**src/rtl/irqc_pkg.sv**
```systemverilog
package irqc_pkg;
  typedef enum logic [1:0] {
    SEQ_RUN  = 2'd0,
    SEQ_BASE = 2'd1,
    SEQ_CASC = 2'd2,
    SEQ_MODE = 2'd3
  } seq_e;

  localparam logic [2:0] OP_ROT_AEOI_A = 3'd0;
  localparam logic [2:0] OP_NS_EOI     = 3'd1;
  localparam logic [2:0] OP_SP_EOI     = 3'd3;
  localparam logic [2:0] OP_ROT_AEOI_B = 3'd4;
  localparam logic [2:0] OP_NS_EOI_ROT = 3'd5;
  localparam logic [2:0] OP_SET_BASE   = 3'd6;
  localparam logic [2:0] OP_SP_EOI_ROT = 3'd7;
endpackage

```
**src/rtl/irqc_rst_sync.sv**
```systemverilog
module irqc_rst_sync (
  input  logic clk,
  input  logic rst_n,
  output logic rst_sync_n
);
  logic [1:0] stage_q;

  always_ff @(posedge clk or negedge rst_n) begin
    if (!rst_n) stage_q <= 2'b00;
    else        stage_q <= {stage_q[0], 1'b1};
  end

  assign rst_sync_n = stage_q[1];
endmodule

```
**src/rtl/irqc_prio_find.sv**
```systemverilog
// Rotating priority search: rank p belongs to line (p + base) mod LINES.
module irqc_prio_find #(
  parameter int LINES = 8,
  localparam int IDX_W = $clog2(LINES)
) (
  input  logic [LINES-1:0] req,
  input  logic [IDX_W-1:0] base,
  output logic             hit,
  output logic [IDX_W:0]   rank,
  output logic [IDX_W-1:0] line
);
  always_comb begin
    hit  = 1'b0;
    rank = (IDX_W+1)'(LINES);
    line = '0;
    for (int p = LINES - 1; p >= 0; p--) begin
      if (req[(p + int'(base)) % LINES]) begin
        hit  = 1'b1;
        rank = (IDX_W+1)'(p);
        line = IDX_W'((p + int'(base)) % LINES);
      end
    end
  end
endmodule

```
**src/rtl/irqc_req_latch.sv**
```systemverilog
module irqc_req_latch #(
  parameter int LINES = 8
) (
  input  logic             clk,
  input  logic             rst_n,
  input  logic [LINES-1:0] lines_in,
  input  logic [LINES-1:0] lvl_mode,
  input  logic [LINES-1:0] clr,
  input  logic             wipe,
  output logic [LINES-1:0] irr
);
  logic [LINES-1:0] last_q, irr_n, last_n;

  for (genvar i = 0; i < LINES; i++) begin : g_line
    logic sampled;
    assign sampled   = lvl_mode[i] ? lines_in[i]
                                   : (lines_in[i] & (irr[i] | ~last_q[i]));
    assign irr_n[i]  = wipe ? 1'b0 : (sampled & ~clr[i]);
    assign last_n[i] = wipe ? 1'b0 : lines_in[i];
  end

  always_ff @(posedge clk or negedge rst_n) begin
    if (!rst_n) begin
      irr    <= '0;
      last_q <= '0;
    end else begin
      irr    <= irr_n;
      last_q <= last_n;
    end
  end
endmodule

```
**src/rtl/irq_prio_ctrl.sv**
```systemverilog
module irq_prio_ctrl #(
  parameter int LINES     = 8,
  parameter bit IS_MASTER = 1'b1,
  parameter int CASC_LINE = 2
) (
  input  logic             clk,
  input  logic             rst_n,
  input  logic [LINES-1:0] irq_lines,
  input  logic [LINES-1:0] lvl_mode,
  input  logic             wr_en,
  input  logic             rd_en,
  input  logic             addr,
  input  logic [7:0]       wdata,
  output logic [7:0]       rdata,
  input  logic             ack,
  output logic [7:0]       vec_out,
  output logic             int_out
);
  import irqc_pkg::*;
  localparam int IDX_W = $clog2(LINES);

  logic rst_sync_n;
  irqc_rst_sync u_rst (.clk(clk), .rst_n(rst_n), .rst_sync_n(rst_sync_n));

  // state registers and next values
  logic [LINES-1:0] imr, isr, imr_n, isr_n, irr, irr_clr;
  logic [IDX_W-1:0] base, base_n;
  logic [7:0]       vbase, vbase_n;
  seq_e             seq, seq_n;
  logic need4, sfnm, aeoi, rot_aeoi, rsel, poll, smask;
  logic need4_n, sfnm_n, aeoi_n, rot_aeoi_n, rsel_n, poll_n, smask_n;

  // priority searches
  logic [LINES-1:0] pend, cur_req, casc_ign;
  logic             p_hit, c_hit, r_hit;
  logic [IDX_W:0]   p_rank, c_rank, r_rank;
  logic [IDX_W-1:0] p_line, c_line, r_line;

  assign pend     = irr & ~imr;
  assign casc_ign = (IS_MASTER && sfnm) ? LINES'(1) << CASC_LINE : '0;
  assign cur_req  = isr & ~casc_ign & ~(smask ? imr : '0);

  irqc_prio_find #(.LINES(LINES)) u_pend (
    .req(pend), .base(base), .hit(p_hit), .rank(p_rank), .line(p_line));
  irqc_prio_find #(.LINES(LINES)) u_cur (
    .req(cur_req), .base(base), .hit(c_hit), .rank(c_rank), .line(c_line));
  irqc_prio_find #(.LINES(LINES)) u_raw (
    .req(isr), .base(base), .hit(r_hit), .rank(r_rank), .line(r_line));

  assign int_out = p_hit && (p_rank < c_rank);

  logic take_ack, take_poll, init_wr;
  assign take_ack  = ack && int_out;
  assign take_poll = rd_en && poll && int_out;
  assign init_wr   = wr_en && !addr && wdata[4];
  assign irr_clr   = ((take_ack ? (LINES'(1) << p_line) : '0) & ~lvl_mode)
                   | (take_poll ? (LINES'(1) << p_line) : '0);

  irqc_req_latch #(.LINES(LINES)) u_req (
    .clk(clk), .rst_n(rst_sync_n), .lines_in(irq_lines), .lvl_mode(lvl_mode),
    .clr(irr_clr), .wipe(init_wr), .irr(irr));

  // outputs
  logic [IDX_W-1:0] vec_line;
  assign vec_line = int_out ? p_line : IDX_W'(LINES - 1);
  assign vec_out  = vbase | 8'(vec_line);

  always_comb begin
    if (poll)      rdata = int_out ? 8'(p_line) : 8'h00;
    else if (addr) rdata = 8'(imr);
    else if (rsel) rdata = 8'(isr);
    else           rdata = 8'(irr);
  end

  // next-state logic
  always_comb begin
    imr_n = imr;  isr_n = isr;  base_n = base;  vbase_n = vbase;  seq_n = seq;
    need4_n = need4;  sfnm_n = sfnm;  aeoi_n = aeoi;  rot_aeoi_n = rot_aeoi;
    rsel_n = rsel;  poll_n = poll;  smask_n = smask;

    if (take_ack) begin
      if (!aeoi)         isr_n[p_line] = 1'b1;
      else if (rot_aeoi) base_n = p_line + 1'b1;
    end

    if (rd_en && poll) begin
      poll_n = 1'b0;
      if (int_out) isr_n[p_line] = 1'b0;
    end

    if (wr_en && !addr) begin
      if (wdata[4]) begin
        imr_n = '0;  isr_n = '0;  base_n = '0;  vbase_n = '0;
        rsel_n = 1'b0;  poll_n = 1'b0;  smask_n = 1'b0;
        sfnm_n = 1'b0;  aeoi_n = 1'b0;  rot_aeoi_n = 1'b0;
        need4_n = wdata[0];
        seq_n = SEQ_BASE;
      end else if (wdata[3]) begin
        if (wdata[2]) poll_n = 1'b1;
        if (wdata[1]) rsel_n = wdata[0];
        if (wdata[6]) smask_n = wdata[5];
      end else begin
        unique case (wdata[7:5])
          OP_ROT_AEOI_A, OP_ROT_AEOI_B: rot_aeoi_n = wdata[7];
          OP_NS_EOI, OP_NS_EOI_ROT: begin
            if (r_hit) begin
              isr_n[r_line] = 1'b0;
              if (wdata[7]) base_n = r_line + 1'b1;
            end
          end
          OP_SP_EOI, OP_SP_EOI_ROT: begin
            isr_n[wdata[IDX_W-1:0]] = 1'b0;
            if (wdata[7]) base_n = wdata[IDX_W-1:0] + 1'b1;
          end
          OP_SET_BASE: base_n = wdata[IDX_W-1:0] + 1'b1;
          default: ;
        endcase
      end
    end else if (wr_en && addr) begin
      unique case (seq)
        SEQ_RUN:  imr_n = wdata[LINES-1:0];
        SEQ_BASE: begin
          vbase_n = {wdata[7:IDX_W], IDX_W'(0)};
          seq_n   = SEQ_CASC;
        end
        SEQ_CASC: seq_n = need4 ? SEQ_MODE : SEQ_RUN;
        SEQ_MODE: begin
          sfnm_n = wdata[4];
          aeoi_n = wdata[1];
          seq_n  = SEQ_RUN;
        end
        default: seq_n = SEQ_RUN;
      endcase
    end
  end

  logic upd_en;
  assign upd_en = wr_en | rd_en | ack;

  always_ff @(posedge clk or negedge rst_sync_n) begin
    if (!rst_sync_n) begin
      imr <= '0;  isr <= '0;  base <= '0;  vbase <= '0;  seq <= SEQ_RUN;
      need4 <= 1'b0;  sfnm <= 1'b0;  aeoi <= 1'b0;  rot_aeoi <= 1'b0;
      rsel <= 1'b0;  poll <= 1'b0;  smask <= 1'b0;
    end else if (upd_en) begin
      imr <= imr_n;  isr <= isr_n;  base <= base_n;  vbase <= vbase_n;  seq <= seq_n;
      need4 <= need4_n;  sfnm <= sfnm_n;  aeoi <= aeoi_n;  rot_aeoi <= rot_aeoi_n;
      rsel <= rsel_n;  poll <= poll_n;  smask <= smask_n;
    end
  end
endmodule

```
**config.mk**
```make
export PLATFORM = sky130hd
export DESIGN_NAME = irq_prio_ctrl
export DESIGN_NICKNAME = d
export VERILOG_FILES = /design/src/rtl/irqc_pkg.sv /design/src/rtl/irqc_rst_sync.sv /design/src/rtl/irqc_prio_find.sv /design/src/rtl/irqc_req_latch.sv /design/src/rtl/irq_prio_ctrl.sv
export SDC_FILE = /design/constraint.sdc
export NUM_CORES = 1
export LEC_CHECK = 0
export CAP_MARGIN = 30
export CORE_ASPECT_RATIO = 0.6
export CORE_MARGIN = 5
export CORE_UTILIZATION = 55
export CTS_CLUSTER_DIAMETER = 100
export DETAILED_ROUTE_END_ITERATION = 8
export GPL_TIMING_DRIVEN = 0
export HOLD_SLACK_MARGIN = 0.15
export MAX_ROUTING_LAYER = met4
export PLACE_DENSITY = 0.73
export SLEW_MARGIN = 30
export SYNTH_ARGS = -nofsm -noshare
export SYNTH_HDL_FRONTEND = slang
export SYNTH_SLANG_ARGS = --single-unit
```
**constraint.sdc**
```tcl
create_clock -name clk -period 6.05 [get_ports clk]
set_clock_uncertainty 0.05 [all_clocks]
set_input_delay 1.21 -clock clk [delete_from_list [all_inputs] [get_ports clk]]
set_output_delay 1.21 -clock clk [all_outputs]
set_load 0.02 [all_outputs]
```
Word-level counts from Yosys, hierarchy flattened
Index checks and enable logic that the tools add are counted.
{ "totals": {"mem_bits_rw": 0, "regBits": 54, "mem_bits_ro": 0, "out_inout_bits": 17, "wordCells": 366, "n_memories": 0, "latch_bits": 0} }
{ "classes": {"magnitude_cmp": 15, "n_addsub": 10, "bitwise_logic": 66, "div_mod_pow": 0, "n_eq_ne": 11, "shift": 1, "mul": 0, "n_reduce_logical": 40, "muxes": 208} }
{ "ops": {"columns": ["op", "n"], "rows": [
  ["2-to-1 mux 8 bit", 21],
  ["2-to-1 mux 1 bit", 109],
  ["2-to-1 mux 3 bit", 28],
  ["binary-select mux 1 bit (select 3 bit)", 24],
  ["2-to-1 mux 4 bit", 16],
  ["bitwise AND 8 bit", 7],
  ["inverter 8 bit", 6],
  ["less-than comparator 4 x 5 -> 1 bit (second input constant)", 7],
  ["AND reduction 4 bit", 7],
  ["OR reduction 3 bit", 7],
  ["bitwise AND 1 bit", 16],
  ["less-than comparator 3 x 4 -> 1 bit (second input constant)", 4],
  ["inverter 1 bit", 16],
  ["OR 8 bit", 2],
  ["case mux 8 bit (2 select lines)", 1],
  ["nonzero test 2 bit", 8],
  ["adder 3 bit (first input constant)", 4],
  ["== test 3 bit (second input constant)", 4],
  ["logical AND 1 bit", 10],
  ["OR 1 bit", 10],
  ["adder 3 x 1 -> 3 bit (second input constant)", 3],
  ["demux 1 bit (select 3 bit)", 3],
  [">= comparator 3 x 1 -> 1 bit (second input constant)", 3],
  ["case mux 3 bit (3 select lines)", 1],
  ["21 further kinds", 34]
]} }

Logic depth before layout (Yosys ltp)
{ "depth": {"depth_word": 30, "depth_mapped": 20} }

Modules after synthesis
A second synthesis with hierarchy kept.
{ "hier_totals": {"cells_unflattened": 643, "area_unflattened_um2": 5764.3} }
{ "by_module_without_submodules": {"columns": ["mod", "seq_area_each_um2", "area_each_um2", "cells_per_inst", "instances"], "rows": [
  ["irq_prio_ctrl", 825.8, 2653.8, 336, 1],
  ["irqc_prio_find", 0.0, 822.0, 88, 3],
  ["irqc_req_latch", 400.4, 590.6, 40, 1],
  ["irqc_rst_sync", 50.0, 53.8, 3, 1]
]} }

Worst setup path before layout
No wires, ideal clock.
{ "synth_timing": {"path_type": "register to output", "from": "register base[0]", "to": "output port rdata[0]", "setup_slack_ns": 0.643, "stages_incl_launch_ff": 20, "n_path_buf": 4, "arrival_time_ns": 4.147, "path_cell_list": "dfrtp_1 -> buf_6 -> inv_4 -> buf_2 -> ha_1 -> clkbuf_1 -> xnor2_1 -> mux4_2 -> and2_1 -> and3_1 -> nand2_1 -> ha_1 -> a21o_1 -> a21oi_1 -> o41ai_1 -> o21bai_4 -> nor2_1 -> buf_2 -> nand3_1 -> o21ai_0"} }
{ "synth_between": {"elab_chain_cells": 16, "word_cells_on_any_way": 89, "cone_classes": "add/sub (7); order compare (1); mux (80); reduce/logical (1)"} }
{ "synth_lines": {"columns": ["element", "line_no", "rtl"], "rows": [
  ["start, declared", "irq_prio_ctrl.sv:27", "logic [IDX_W-1:0] base, base_n;"],
  ["start signal, assigned", "irq_prio_ctrl.sv:146", "imr <= imr_n; isr <= isr_n; base <= base_n; vbase <= vbase_n; seq <= seq_n;"],
  ["adder 3 bit", "irqc_prio_find.sv:17", "if (req[(p + int'(base)) % LINES]) begin"],
  ["binary-select mux 1 bit (select 3 bit)", "irqc_prio_find.sv:17", null],
  ["2-to-1 mux 1 bit (not written as such) (2 in series)", "irqc_prio_find.sv:17", null],
  ["2-to-1 mux 4 bit (8 in series)", "irqc_prio_find.sv:17", null],
  ["less-than comparator 4 bit", "irq_prio_ctrl.sv:50", "assign int_out = p_hit && (p_rank < c_rank);"],
  ["logical AND 1 bit (*)", "irq_prio_ctrl.sv:50", null],
  ["named net int_out", "irq_prio_ctrl.sv:17", "output logic int_out"],
  ["2-to-1 mux 3 bit (*)", "irq_prio_ctrl.sv:69", "if (poll) rdata = int_out ? 8'(p_line) : 8'h00;"],
  ["2-to-1 mux 8 bit (*)", "irq_prio_ctrl.sv:69", null],
  ["end, declared", "irq_prio_ctrl.sv:14", "output logic [7:0] rdata,"]
]} }
Mark *: on every way through the listed nets, which the timed path passes. The rest lies on a longest branch. The select of a mux whose other input is x is not followed.

Worst setup path after layout
{ "layout_timing": {"from": "register base[0]", "to": "output port int_out"} }
{ "layout_between": {"elab_chain_cells": 14, "word_cells_on_any_way": 79, "cone_classes": "add/sub (7); order compare (1); mux (70); reduce/logical (1)"} }
{ "layout_lines": {"columns": ["element", "line_no"], "rows": [
  ["adder 3 bit", "irqc_prio_find.sv:17"],
  ["binary-select mux 1 bit (select 3 bit)", "irqc_prio_find.sv:17"],
  ["2-to-1 mux 1 bit (not written as such) (2 in series)", "irqc_prio_find.sv:17"],
  ["2-to-1 mux 4 bit (8 in series)", "irqc_prio_find.sv:17"],
  ["less-than comparator 4 bit", "irq_prio_ctrl.sv:50"],
  ["logical AND 1 bit (*)", "irq_prio_ctrl.sv:50"],
  ["end, declared", "irq_prio_ctrl.sv:17"]
]} }
Mark *: on every way between the ends. The rest lies on a longest branch, timed or not. The select of a mux whose other input is x is not followed.

==> summary.md <==
| Metric | Value |
|---|---|
| Die span in y | 88.5 um |
| Via-per-instance ratio | 7.08 |
| Routed wire length | 19600 um |
| Transition at the pin with the smallest max-transition slack | 756 ps |
| First-pass GRT wire length | 31200 um |
| Critical path required time | 4790 ps |
| Type of destination of the critical path | primary output |
| Most used standard cell by instance count after synthesis | nand2_1 |
| Count of different cell masters after synthesis | 91 |
| Count of pins over their slew limit | 0 |
| Maximum number of pins on one net before global-route repair | 50 |
| Maxcap violations | 0 |
| Total track usage | 33.2% |
| Via total after detailed routing | 5923 |
| Ant diodes | 0 |
| Layout Area Growth over Synthesis | 15.8% |
| Antenna viol nets, final | 0 |
| Setup WS pre-CTS | -1080 ps |
| Effective utilization at floorplan | 56.7% |
| Number of warnings printed during yosys synthesis | 0 |
| Inserted Clock Buffers | 5 |
| Tcrit/Tclk final | 97.8% |
| DP HPWL | 15000 um |
| Data arrival time at the worst-slack endpoint | 4660 ps |
| Initial DRC Count | 841 |
| Latest clock arrival within the worst-skew pair | 290 ps |
| Timing-limited maximum frequency | 0.169 GHz |
| Netlist area before placement | 5640 um2 |
| Max-slew headroom | 49.2% |
| Biggest area contributors in the synthesized netlist | dfrtp_1 23%, mux4_2 12%, mux2i_1 4.6% |
| Category of the worst setup path launch point | flip-flop |
| Most used flip-flop cell after synthesis | dfrtp_1 |
| Core box area | 9950 um2 |
| Routed length per instance | 23.4 um |
| Count of clock tree sinks | 51 |
| CTS Root Buffer Type | clkbuf_16 |
| Top cell type's share of synthesized area | 22.6% |
| Post-synthesis sequential area ratio | 22.6% |
| Synthesized instance count | 643 |
| Global-route congestion overflow total | 0 |
| Cell Rows | 28 |
| Count of boundary I/O pins | 47 |
| Slowest-stage cell, CP | clkdlybuf4s50_1 |
| Count of buffers inserted at the top-level ports | 43 |
| Mapped Avg Cell Area | 8.78 um2 |
| Synthesized netlist net count | 690 |
| Top cell type by total area after synthesis | dfrtp_1 |
| Number of nets in the finished design | 748 |
| Die boundary width | 141 um |
| Detailed-route DRC error count | 0 |
| Top cells by count, synth | 52 x nand2_1, 51 x dfrtp_1, 51 x o21ai_0, 37 x nor2_1, 32 x inv_1 |
| Delay of the slowest cell on the worst path | 620 ps |
| Vias in the first global route | 5719 |
| Post-synth EDFFs | 0 |
| Final weighted congestion of routability-driven global placement | 1.03 |
| Max Fanout on Critical Path | 10 |
| Final min period | 5920 ps |
| CTS tree | done |
| Fraction of layout instances using a drive strength above 1 | 15.3% |
| Critical path cell sequence | ha_1 -> clkbuf_2 -> xor2_1 -> buf_4 -> mux4_2 -> mux2_2 -> nand2_1 -> nor2_1 -> nor3_1 -> ha_1 -> a21o_1 -> a21oi_1 -> o41ai_1 -> o21bai_4 -> nor2_4 -> buf_4 -> clkdlybuf4s50_1 |
| Critical path type | reg -> out |
| Setup-violating endpoint count in the final report | 0 |
| Classification of the worst-slack hold path | reg -> async |
| Result of the run | finished clean |
| Synthesized flop and latch total | 51 |
| Synth async-reset ratio | 100% |
| Drt pass-1 iters | 6 |
| Initial antenna violation count | 0 |
| Number of buffers between clock root and the deepest sink | 2 |
| Clock-pin slew of the registers on the worst-case setup and hold paths | 70 ps |
| Number of levels in the clock H-tree | 2 |
| Full die area | 12500 um2 |
| Number of hold violations in the final report | 0 |
| Worst Setup Slack, final | 134 ps |
-- final timing paths --
path	start	to	slack, ps	depth (start not counted)
worst max-delay path	base[0]	int_out	130	17
worst max register to register	base[0]	isr[0]	1400	18
worst min register to register	u_rst.stage_q[1]	u_req.last_q[1]	310	0
min in group clk	u_rst.stage_q[0]	u_rst.stage_q[1]	310	0
worst min-delay path	u_rst.stage_q[1]	u_req.last_q[1]	310	0
max in group asynchronous	rst_n	u_rst.stage_q[1]	4790	1
-- stage by stage --
stage          utilization [%]  setup TNS, ps  cells  cell area (um2)  hold slack (ps)
6_report                  65.7              0    836             6540              305
3_5_place_dp              62.8          -6380    821             6250              286
4_1_cts                   65.2              0    831             6490              312
3_3_place_gp              62.8          -6010    821             6240              287
2_1_floorplan                -              0    643             5640              281
5_1_grt                   65.7          -94.6    836             6540              323
-- cells by family (layout without fill, tap and decap cells) --
group / count (synthesis) / in the layout / synth area share, %
DFF: 51 / 51 / 22.6
buffers and inverters: 78 / 136 / 6.61
muxes: 66 / 66 / 18.8
and+or+nand+nor: 221 / 221 / 21.0
adders and majority gates: 17 / 17 / 3.77
other: 1 / 1 / 0.0664
xor gates and xnor gates: 6 / 6 / 1.06
AOI/OAI and AO/OA: 203 / 203 / 26.1
-- worst max-delay path, delay by kind of cell, from the launching register on --
family	cells	cell delay, ps
flip-flops	1	390
AO/OA/AOI/OAI	4	640
AND/OR/NAND/NOR	4	570
buffers and inverters	4	1330
adder cells (fa/ha/maj)	2	470
XOR/XNOR	1	260
multiplexers	2	690
-- repair_timing --
action | CTS | global route
setup buffers | 3 | 6
gates resized for setup | 19 | 5
endpoints found under the setup margin | 7 | 7
pin swaps | 1 | 2
hold buffers | 0 | 0
-- state kept, by name, summed over array words and instances (netlist names) --
| signal | flops |
|---|---|
| sfnm | 1 |
| imr | 8 |
| aeoi | 1 |
| u_req.last_q | 8 |
| rsel | 1 |
| poll | 1 |
| vbase | 5 |
| isr | 8 |
| need4 | 1 |
| base | 3 |
| seq | 2 |
| u_rst.stage_q | 2 |
| u_req.irr | 8 |
| smask | 1 |
| rot_aeoi | 1 |
-- per-layer routing --
metal	wire length, um	share of wire, %	vias up	GRT usage, %
li1	-	-	2578	-
met3	2990	15	36	11.6
met2	7900	40	449	46.8
met5	0	0	-	-
met4	281	1.4	0	6.07
met1	8430	43	2860	46.6
-- placed cells by master, fill, tap and decap left out, types with 5 or more instances in the layout --
cell type	n
nand2_1	52
o21ai_0	51
dfrtp_1	50
clkdlybuf4s50_1	40
nor2_1	36
inv_1	32
mux4_2	30
a21oi_1	26
mux2i_1	26
nand3_1	24
nor2b_1	20
nand2b_1	19
clkbuf_1	16
ha_1	16
and2_1	15
buf_4	11
a22o_1	11
nor3_1	10
a211oi_1	10
mux2_2	9
a31oi_1	9
a41oi_1	9
buf_2	8
nand4_1	8
a2111oi_1	7
o31ai_1	6
o311a_1	6
a21boi_0	5
a22oi_1	5
nor4_1	5
or3_1	5
clkbuf_16	5
-- layout make-up --
type / count / area, um2
Buffer: 40 / 241
Clock buffer: 6 / 129
Clock inverter: 1 / 30.0
Fill cell: 812 / 3410
Inverter: 37 / 153
Multi-Input combinational cell: 514 / 4040
Sequential cell: 51 / 1280
Tap cell: 135 / 169
Timing Repair Buffer: 52 / 494
Power is not shown: default switching activity piles up to over one toggle a cycle in this logic, so the estimate is an artifact.
